### config.mk
export PLATFORM = sky130hd
export DESIGN_NAME = rx_byte_ring
export DESIGN_NICKNAME = d
export VERILOG_FILES = /design/src/rtl/rbr_pkg.sv /design/src/rtl/rbr_ctrl.sv /design/src/rtl/rbr_data.sv /design/src/rtl/rx_byte_ring.sv
export SDC_FILE = /design/constraint.sdc
export NUM_CORES = 1
export LEC_CHECK = 0
export ABC_AREA = 1
export CAP_MARGIN = 20
export CORE_ASPECT_RATIO = 0.9
export CORE_MARGIN = 3
export CORE_UTILIZATION = 56
export CTS_CLUSTER_DIAMETER = 120
export DETAILED_ROUTE_END_ITERATION = 6
export PLACE_DENSITY_LB_ADDON = 0.05
export SYNTH_ARGS = -nofsm -noshare
export SYNTH_HDL_FRONTEND = slang
export SYNTH_SLANG_ARGS = --single-unit
### constraint.sdc
create_clock -name clk -period 2.2 [get_ports clk]
set_input_delay 0.44 -clock clk [delete_from_list [all_inputs] [get_ports clk]]
set_output_delay 0.44 -clock clk [all_outputs]
set_load 0.05 [all_outputs]
### src/rtl/rbr_pkg.sv
package rbr_pkg;
  localparam int DEPTH = 16;
  localparam int DW    = 8;
  localparam int AW    = $clog2(DEPTH);

  typedef struct packed {
    logic          wrEn;
    logic          rdEn;
    logic          rdEmpty;
    logic [AW-1:0] wrIdx;
    logic [AW-1:0] rdIdx;
  } ringStrobes_t;
endpackage

### src/rtl/rbr_ctrl.sv
module rbr_ctrl
  import rbr_pkg::*;
#(
  parameter int CW = AW + 1
) (
  input  logic          clk,
  input  logic          rstN,
  input  logic          inValid,
  input  logic          inErr,
  input  logic          rdStrobe,
  input  logic [1:0]    thrSel,
  input  logic          cfgWrite,
  output ringStrobes_t  strobes,
  output logic [CW-1:0] fillCount,
  output logic          irqOut
);
  localparam logic [AW-1:0] PTR_ONE = AW'(1);
  localparam logic [CW-1:0] CNT_ONE = CW'(1);
  localparam logic [CW-1:0] CNT_MAX = CW'(DEPTH);

  logic [AW-1:0] wrPtr, rdPtr;
  logic [CW-1:0] count, countUp, thrLevel;
  logic          store, effRd, full, rdAdv;

  always_comb begin
    case (thrSel)
      2'd0:    thrLevel = CW'(1);
      2'd1:    thrLevel = CW'(DEPTH / 4);
      2'd2:    thrLevel = CW'(DEPTH / 2);
      default: thrLevel = CW'((3 * DEPTH) / 4);
    endcase
  end

  assign store   = inValid && !inErr;
  assign full    = (count == CNT_MAX);
  assign effRd   = rdStrobe && (count != '0);
  assign rdAdv   = effRd || (store && full);
  assign countUp = count + CNT_ONE;

  always_ff @(posedge clk or negedge rstN) begin
    if (!rstN) begin
      wrPtr  <= '0;
      rdPtr  <= '0;
      count  <= '0;
      irqOut <= 1'b0;
    end else if (cfgWrite) begin
      wrPtr  <= '0;
      rdPtr  <= '0;
      count  <= '0;
      irqOut <= 1'b0;
    end else begin
      if (store) wrPtr <= wrPtr + PTR_ONE;
      if (rdAdv) rdPtr <= rdPtr + PTR_ONE;
      if (store && !effRd && !full) count <= countUp;
      else if (effRd && !store)     count <= count - CNT_ONE;
      irqOut <= store && !effRd && !full && (countUp == thrLevel);
    end
  end

  always_comb begin
    strobes.wrEn    = store && !cfgWrite;
    strobes.rdEn    = effRd && !cfgWrite;
    strobes.rdEmpty = rdStrobe && (count == '0) && !cfgWrite;
    strobes.wrIdx   = wrPtr;
    strobes.rdIdx   = rdPtr;
  end

  assign fillCount = count;
endmodule

### src/rtl/rbr_data.sv
module rbr_data
  import rbr_pkg::*;
(
  input  logic          clk,
  input  logic          rstN,
  input  ringStrobes_t  strobes,
  input  logic [DW-1:0] inData,
  output logic [DW-1:0] rdData
);
  logic [DW-1:0] slots [DEPTH];

  always_ff @(posedge clk) begin
    if (strobes.wrEn) slots[strobes.wrIdx] <= inData;
  end

  always_ff @(posedge clk or negedge rstN) begin
    if (!rstN)                rdData <= '0;
    else if (strobes.rdEn)    rdData <= slots[strobes.rdIdx];
    else if (strobes.rdEmpty) rdData <= '0;
  end
endmodule

### src/rtl/rx_byte_ring.sv
module rx_byte_ring
  import rbr_pkg::*;
(
  input  logic          clk,
  input  logic          rstN,
  input  logic          inValid,
  input  logic [DW-1:0] inData,
  input  logic          inErr,
  input  logic          rdStrobe,
  input  logic [1:0]    thrSel,
  input  logic          cfgWrite,
  output logic [DW-1:0] rdData,
  output logic [AW:0]   fillCount,
  output logic          irqOut
);
  ringStrobes_t strobes;

  rbr_ctrl #(.CW(AW + 1)) uCtrl (
    .clk(clk), .rstN(rstN), .inValid(inValid), .inErr(inErr),
    .rdStrobe(rdStrobe), .thrSel(thrSel), .cfgWrite(cfgWrite),
    .strobes(strobes), .fillCount(fillCount), .irqOut(irqOut)
  );

  rbr_data uData (
    .clk(clk), .rstN(rstN), .strobes(strobes),
    .inData(inData), .rdData(rdData)
  );
endmodule

==> flow_summary.yaml, run 1 <==
finish:
  fillers: 860
  diodes: 0
  synthToLayoutAreaGrowth_pct: 17.6
  final_nets: 688
  drive_above_1_share_pct: 11.8
  fin_util_pct: 68.9
timing:
  slew_violations: 0
  period_minus_slack_ns: 2.14
  max_freq_mhz: 468
  fin_tns_setup_ns: 0
  post-route-period-util_pct: 97.1
  fin_hold_ws_ns: 0.383
  worst_pin_slew_ns: 0.503
  finalClockSkew_ns: 0.00587
  slew_headroom_pct: 66.4
  grt_setup_unrepaired: "no"
  setup_viol_count_final: 0
  hold_violations: 0
floorplan:
  die_w_um: 119
  die_h_um: 108
  coreArea_um2: 11100
  pin_count: 30
  num_rows: 36
  initial_core_util_pct: 58.5
  die_area_um2: 12900
setup_path:
  cp.depth: 1
  criticalPathCategory: "flop to primary output"
  worstSetupEndpointType: "primary output"
  cp_cell_sequence: "clkdlybuf4s50_1"
  max_stage_delay_ns: 0.84
  cp_data_arrival_time_ns: 1.70
  cp_slowest_cell: "clkdlybuf4s50_1"
  path_delay_family: "buffers and inverters"
  rr_worst_depth: 10
  crit_required_ns: 1.76
  cp.buffers_inverters: 1
  crit_fanout: 6
  crit_path_start_kind: "flop"
job:
  drv_cap: 0
drt:
  viasPerCell: 5.61
  route.antenna.remaining_nets: 0
  drcViolationCount: 0
  wire_per_inst_um: 19.0
  totalWireLength_mm: 15.7
  drt_iter0_markers: 598
  firstDrtPassIters: 5
  vias: 4642
pwr:
  clockPowerShare_pct: 32.3
  internal_power_w: 0.00538
  power.density_nw_per_um2: 1050
  peakVddDrop_uv: 914
  switching_share_pct: 32.8
  p_switching_w: 0.00262
  power_frac_seq_pct: 41.5
  power_frac_comb_pct: 26.2
  p_leak_nw: 3.03
logic_synthesis:
  synth-seq-cells: 150
  yosys_warnings: 0
  synth_area_per_cell_um2: 10.7
  syn_inst: 606
  syn_area_um2: 6490
  synth.distinct_cells: 26
  synth_nets: 629
  ys_seq_area_share_pct: 67.7
clocking:
  cts_buffers: 17
  clkSinkCount: 150
  clkTransAtPathRegs_ns: 0.06
  insertion_delay_ns: 0.42
  cts_tree: "done"
  cts_root_buf: "clkbuf_16"
  cts_setup_buffers: 0
  clk_path_buf_depth: 2
  ctsHtreeMaxLevel: 4
global_route:
  grt_max_degree: 35
  grt_pass1_wl_mm: 24.6
  grt.overflow.total: 0
  grt_pass1_vias: 4571
  gr-usage-all-layers_pct: 26.0
  antenna_found_initial: 0
placement:
  portBuffers: 29
  hpwl_mm: 10.4
  gp_congestion: 0.918
status:
  status: "completed"
worst_hold_path:
  hp-class: "input port to asynchronous set/reset pin"
==> power by group through the flow <==
stage                     Sequential (W)  Combinational (W)  Clock, W
final                            0.00332            0.00210   0.00258
after floorplan                  0.00366            0.00120         0
after global routing             0.00334            0.00232   0.00275
after CTS                        0.00332            0.00210   0.00261
after detailed placement         0.00338            0.00210         0
after global placement           0.00338            0.00207         0
==> Yosys cell counts <==
master	instances	area [um2]
nand2_2	2	12.5
dfrtp_1	22	551
nand3_1	125	626
nor2_4	2	22.5
buf_1	2	7.51
a22o_1	1	8.76
nor2_2	2	12.5
inv_1	30	113
xor2_1	2	17.5
nand4_1	2	12.5
nor3_1	12	60.1
ha_1	7	87.6
nand2_4	2	22.5
a21oi_1	4	20.0
clkbuf_1	5	18.8
buf_2	16	80.1
buf_6	1	11.3
buf_4	4	30.0
xnor2_1	1	8.76
inv_2	6	22.5
edfxtp_1	128	3840
nor2_1	22	82.6
a21oi_4	1	16.3
nand2_1	196	736
o21ai_0	9	45.0
nand3_2	2	20.0
==> layout make-up <==
type                            instances  area (um2)  share of cell area [%]
Multi-Input combinational cell        392        1810                    23.7
Clock inverter                         11        86.3                    1.13
Sequential cell                       150        4400                    57.6
Tap cell                              152         190                    2.49
Inverter                               36         135                    1.77
Timing Repair Buffer                   68         581                    7.61
Clock buffer                           19         433                    5.67
==> final timing paths <==
| kind | slack [ns] | endpoint | from |
|---|---|---|---|
| min in group clk | 0.48 | uData.rdData[0] | uData.rdData[0] |
| max in group asynchronous | 1.57 | uCtrl.rdPtr[0] | rstN |
| min | 0.38 | uData.rdData[5] | rstN |
| max reg2reg | 0.47 | uData.rdData[0] | uCtrl.rdPtr[0] |
| min reg2reg | 0.48 | uData.rdData[0] | uData.rdData[0] |
| max | 0.06 | fillCount[1] | uCtrl.fillCount[1] |
==> logic make-up after synthesis <==
family	Yosys count	synth area share (%)
XOR/XNOR	3	0.405
adder cells (fa/ha/maj)	7	1.35
AND/OR/NAND/NOR	367	24.8
flip-flops	150	67.7
buffers and inverters	64	4.36
AO/OA/AOI/OAI	15	1.39
==> cells in the final DEF, fill, tap and decap left out, types with 4 or more instances in the layout <==
cell type and n:
nor3_1 12, clkdlybuf4s50_1 27, dfrtp_1 21, ha_1 7
inv_2 6, edfxtp_1 128, o21ai_0 9, nor2_1 22
inv_1 30, clkbuf_16 17, clkinv_1 5, nand3_1 125
nand2_1 196, buf_4 39, a21oi_1 4
==> per-stage QoR <==
| stage | worst slack [ns] | std cells | area, um2 | power (W) |
|---|---|---|---|---|
| 2_1_floorplan | 0.221 | 606 | 6490 | 0.00486 |
| 3_3_place_gp | 0.000675 | 798 | 7110 | 0.00545 |
| 3_5_place_dp | 0.0298 | 798 | 7110 | 0.00547 |
| 4_1_cts | 0.0508 | 828 | 7630 | 0.00803 |
| 5_1_grt | 0.0141 | 828 | 7630 | 0.00841 |
| 6_report | 0.0645 | 828 | 7630 | 0.00800 |
==> timing repair <==
item,4_1_cts,5_1_grt
endpoints found under the hold margin,0,0
setup endpoints to repair,2,0
gates resized for setup,2,0
hold buffers,0,0
==> layer usage <==
metal | GRT usage [%] | up-vias | part of all wire [%]
li1 | - | 2185 | -
met1 | 35.4 | 2232 | 42
met2 | 41.4 | 199 | 48
met3 | 6.96 | 26 | 7.9
met4 | 8.67 | 0 | 1.7
met5 | 0 | - | 0
==> flip-flops by register name, summed over array words and instances (netlist names) <==
signal           flops
uData.rdData         8
uCtrl.rdPtr          4
uData.slots        128
uCtrl.fillCount      5
uCtrl.irqOut         1
uCtrl.wrPtr          4
No activity file was read; power rests on OpenSTA's default activity.
==> run 2, diff against run 1 <==
--- a/config.mk
+++ b/config.mk
@@ -12,7 +12,9 @@
 export CORE_UTILIZATION = 56
 export CTS_CLUSTER_DIAMETER = 120
 export DETAILED_ROUTE_END_ITERATION = 6
+export MAX_ROUTING_LAYER = met4
 export PLACE_DENSITY_LB_ADDON = 0.05
+export SLEW_MARGIN = 15
 export SYNTH_ARGS = -nofsm -noshare
 export SYNTH_HDL_FRONTEND = slang
 export SYNTH_SLANG_ARGS = --single-unit
==> run 2 against run 1 <==
  * Die area did not move
  * Total power rose by 3.7%
  * Worst setup slack improved by 0.018 ns
  * Clock skew rose by 0.0025 ns
  * Count of clock-buffer cells in the layout did not move
  * Non-clock buffer count fell by 5
  * Sequential power barely moved
  * Cell area rose by 0.75%
  * Global-route usage rose by 0.16 points
  * Via count fell by 0.65%
  * Critical endpoint unchanged
==> flow_summary.yaml, run 2 (synthesis results as in run 1) <==
timing:
  hold_violations: 0
  slew_headroom_pct: 66.5
  finalClockSkew_ns: 0.00835
  slew_violations: 0
  fin_hold_ws_ns: 0.388
  grt_setup_unrepaired: "no"
  period_minus_slack_ns: 2.12
  max_freq_mhz: 472
  setup_viol_count_final: 0
  worst_pin_slew_ns: 0.502
  post-route-period-util_pct: 96.3
pwr:
  power.density_nw_per_um2: 1080
  peakVddDrop_uv: 716
  switching_share_pct: 32.1
  clockPowerShare_pct: 34.7
  power_frac_comb_pct: 25.4
  internal_power_w: 0.00563
  p_leak_nw: 3.07
  p_switching_w: 0.00267
  power_frac_seq_pct: 39.9
drt:
  wl_met3_mm: 1.41
  route.antenna.remaining_nets: 0
  wl_met2_mm: 7.14
  totalWireLength_mm: 15.3
  drcViolationCount: 0
  top_layer: "met4"
  wire_per_inst_um: 18.6
  wl_met1_mm: 6.54
  viasPerCell: 5.59
  vias: 4612
  drt_iter0_markers: 544
  firstDrtPassIters: 5
setup_path:
  cp_cell_sequence: "clkdlybuf4s50_1"
  path_delay_family: "buffers and inverters"
  max_stage_delay_ns: 0.83
  crit_path_start_kind: "flop"
  criticalPathCategory: "flop to primary output"
  cp_data_arrival_time_ns: 1.68
  crit_fanout: 6
  cp.buffers_inverters: 1
  cp_slowest_cell: "clkdlybuf4s50_1"
  worstSetupEndpointType: "primary output"
  crit_required_ns: 1.76
floorplan:
  coreArea_um2: 11100
  pin_count: 30
  initial_core_util_pct: 58.5
  die_h_um: 108
  die_area_um2: 12900
  die_w_um: 119
  num_rows: 36
finish:
  drive_above_1_share_pct: 12.0
  final_cell_mix: "nand2_1, edfxtp_1, nand3_1, buf_4, inv_1"
  multi_input_comb_area_um2: 1810
  synthToLayoutAreaGrowth_pct: 18.5
  final_nets: 683
  regMostFlops: "uData.slots"
  register_area_um2: 4400
  diodes: 0
  mostFrequentLayoutCell: "nand2_1"
  fin_area_um2: 7690
  fillers: 888
  final_cell_count_no_fill: 825
  largest_reg_flops: 128
worst_hold_path:
  hp-class: "input port to asynchronous set/reset pin"
placement:
  dp_cells: 793
  portBuffers: 29
  hpwl_mm: 9.94
  gp_congestion: 0.953
  placed_area_um2: 7100
clocking:
  clk_path_buf_depth: 2
  cts_root_buf: "clkbuf_16"
  cts_tree: "done"
  clkSinkCount: 150
  clkTransAtPathRegs_ns: 0.06
  cts_buffers: 17
  cts_hold_buf: 0
  ctsHtreeMaxLevel: 4
  insertion_delay_ns: 0.42
global_route:
  grt_pass1_wl_mm: 24.1
  grt.overflow.total: 0
  gr-usage-all-layers_pct: 26.2
  grt_max_degree: 67
  grt_pass1_vias: 4427
  antenna_found_initial: 0
job:
  drv_cap: 0
status:
  status: "completed"
## run 2: cell types whose count changed in the layout (fill, tap and decap cells not counted), moves of 2 or more
| cell | delta |
|---|---|
| clkinv_2 | +3 |
| clkdlybuf4s50_1 | -2 |
| bufinv_16 | +2 |
| buf_12 | +2 |
| buf_4 | -7 |
| clkinv_1 | -4 |
## run 2: final timing paths
kind,from,endpoint,slack [ns],cells past startpoint
max reg2reg,uCtrl.fillCount[0],uCtrl.rdPtr[3],0.44,9
min in group clk,uData.rdData[5],uData.rdData[5],0.48,2
min reg2reg,uData.rdData[5],uData.rdData[5],0.48,2
max,uCtrl.fillCount[1],fillCount[1],0.08,1
max in group asynchronous,rstN,uCtrl.rdPtr[0],1.55,2
min,rstN,uCtrl.rdPtr[1],0.39,2
## run 2: timing repair
action | 4_1_cts | 5_1_grt
pin swaps | 0 | 0
setup buffers | 0 | 0
resized for setup | 3 | 1
endpoints found under the setup margin | 3 | 1
## run 2: area by class of cell
class / instances / area share, %
repair buffers: 63 / 7.40
inverters: 36 / 1.76
flip-flops and latches: 150 / 57.2
clock inverters: 13 / 2.02
multi-input cells: 392 / 23.5
well taps: 152 / 2.47
clock buffers: 19 / 5.63
## run 2: layer usage
layer / vias up / track usage, %
met5: - / -
met4: 0 / 7.52
met3: 25 / 7.53
met2: 211 / 39.6
met1: 2199 / 35.2
li1: 2177 / -
## run 2: power by group through the flow
stage                     Sequential (W)  Combinational [W]  Clock (W)
final                            0.00331            0.00210    0.00288
after global routing             0.00334            0.00233    0.00306
after CTS                        0.00331            0.00211    0.00292
after detailed placement         0.00337            0.00211          0
after global placement           0.00337            0.00209          0
after floorplan                  0.00366            0.00120          0
## run 2: stage by stage
step / util [%] / setup TNS, ns / total power [W] / setup slack [ns]
floorplan: - / 0 / 0.00486 / 0.221
global placement: 64.1 / 0 / 0.00546 / 0.0107
detailed placement: 64.1 / -0.0557 / 0.00548 / -0.00935
CTS: 69.4 / 0 / 0.00834 / 0.0331
global route: 69.4 / 0 / 0.00873 / 0.00435
finish: 69.4 / 0 / 0.00830 / 0.0824
==> run 3, diff against run 2 <==
--- a/config.mk
+++ b/config.mk
@@ -8,7 +8,6 @@
 export ABC_AREA = 1
 export CAP_MARGIN = 20
 export CORE_ASPECT_RATIO = 0.9
-export CORE_MARGIN = 3
 export CORE_UTILIZATION = 56
 export CTS_CLUSTER_DIAMETER = 120
 export DETAILED_ROUTE_END_ITERATION = 6
==> run 3 against run 2 <==
  * Largest cell class unchanged
  * Combinational power about the same
  * Non-clock buffer count increased by 4
  * Cell area increased by 0.31%
  * Maximum frequency down 2.6%
==> flow_summary.yaml, run 3 (synthesis results as in run 1) <==
floorplan:
  die_w_um: 115
  die_area_um2: 12000
  coreArea_um2: 11000
  die_h_um: 104
  initial_core_util_pct: 58.8
  pin_count: 30
  num_rows: 36
timing:
  slew_headroom_pct: 66.4
  grt_setup_unrepaired: "no"
  setup_viol_count_final: 0
  hold_violations: 0
  post-route-period-util_pct: 98.8
  max_freq_mhz: 460
  finalClockSkew_ns: 0.00765
  slew_violations: 0
  period_minus_slack_ns: 2.17
  fin_ws_ns: 0.0258
  fin_hold_ws_ns: 0.372
  worst_pin_slew_ns: 0.502
drt:
  vias: 4596
  route.antenna.remaining_nets: 0
  drcViolationCount: 0
  wire_per_inst_um: 18.2
  firstDrtPassIters: 5
  viasPerCell: 5.54
  drt_iter0_markers: 391
  totalWireLength_mm: 15.1
clocking:
  clkTransAtPathRegs_ns: 0.06
  cts_root_buf: "clkbuf_16"
  cts_hold_buf: 0
  cts_resized: 1
  cts_buffers: 17
  cts_setup_buffers: 0
  clk_path_buf_depth: 2
  insertion_delay_ns: 0.43
  clkSinkCount: 150
  cts_tree: "done"
  ctsHtreeMaxLevel: 4
job:
  drv_cap: 0
setup_path:
  setup.worst_path.start: "uCtrl.fillCount[1]"
  cp_slowest_cell: "clkdlybuf4s50_1"
  worstSetupEndpointType: "primary output"
  crit_required_ns: 1.76
  max_stage_delay_ns: 0.85
  r2r-start: "uCtrl.rdPtr[0]"
  crit_fanout: 6
  cp_cell_sequence: "clkdlybuf4s50_1"
  crit_path_start_kind: "flop"
  cp_data_arrival_time_ns: 1.73
  path_delay_family: "buffers and inverters"
  criticalPathCategory: "flop to primary output"
  rr_worst_depth: 9
  cp.buffers_inverters: 1
  cp.depth: 1
placement:
  gp_congestion: 0.887
  portBuffers: 29
  dp_cells: 797
  pre_cts_ws_ns: -0.0471
  placed_area_um2: 7120
  hpwl_mm: 9.91
global_route:
  gr-usage-all-layers_pct: 28.5
  antenna_found_initial: 0
  grt_max_degree: 49
  grt_pass1_vias: 4626
  grt.overflow.total: 0
  grt_pass1_wl_mm: 23.8
finish:
  fin_util_pct: 69.9
  synthToLayoutAreaGrowth_pct: 18.9
  fin_area_um2: 7710
  multi_input_comb_area_um2: 1810
  fillers: 835
  register_area_um2: 4400
  drive_above_1_share_pct: 11.5
  regMostFlops: "uData.slots"
  final_cell_mix: "nand2_1, edfxtp_1, nand3_1, buf_4, inv_1"
  mostFrequentLayoutCell: "nand2_1"
  diodes: 0
  largest_reg_flops: 128
  final_cell_count_no_fill: 829
  final_nets: 687
pwr:
  peakVddDrop_uv: 844
  power.density_nw_per_um2: 1080
  p_leak_nw: 3.08
worst_hold_path:
  hp-class: "input port to asynchronous set/reset pin"
status:
  status: "completed"
==> run 3: cell count changes in the layout (fill, tap and decap cells not counted), moves of 2 or more <==
cell	delta
clkinv_1	+8
buf_4	+5
clkinv_2	-4
clkdlybuf4s50_1	+2
clkinvlp_4	-2
dlygate4sd2_1	-2
==> run 3: stage by stage <==
| step | TNS, ns | power (W) |
|---|---|---|
| 2_1_floorplan | 0 | 0.00486 |
| 3_3_place_gp | -0.252 | 0.00545 |
| 3_5_place_dp | -0.418 | 0.00548 |
| 4_1_cts | 0 | 0.00839 |
| 5_1_grt | 0 | 0.00874 |
| 6_report | 0 | 0.00834 |
==> run 3: path summary, 6_finish.rpt <==
check / end / slack (ns)
setup / recovery: fillCount[1] / 0.03
hold / removal: uCtrl.rdPtr[2] / 0.37
setup reg to reg: uData.rdData[0] / 0.40
hold reg to reg: uData.rdData[5] / 0.48
max in group asynchronous: uCtrl.rdPtr[0] / 1.59
min in group clk: uData.rdData[5] / 0.48
==> run 3: routing by layer <==
metal,global-route usage [%],wire length [um],vias up
met5,-,0,-
met4,12.4,367,0
met3,7.05,1020,29
met2,42.4,7120,157
met1,37.3,6600,2227
li1,-,-,2183
==> run 3: final cells by class <==
class / instances / area share (%)
Clock buffer: 18 / 5.56
Clock inverter: 14 / 2.11
Inverter: 36 / 1.75
Multi-Input combinational cell: 392 / 23.5
Sequential cell: 150 / 57.0
Tap cell: 152 / 2.47
Timing Repair Buffer: 67 / 7.64
==> run 3: where the power goes <==
group	switching, W	total [W]	internal [W]
logic	0.00146	0.00213	0.000675
clock network	0.00104	0.00290	0.00186
registers	0.000106	0.00331	0.00320
total	0.00261	0.00834	0.00574
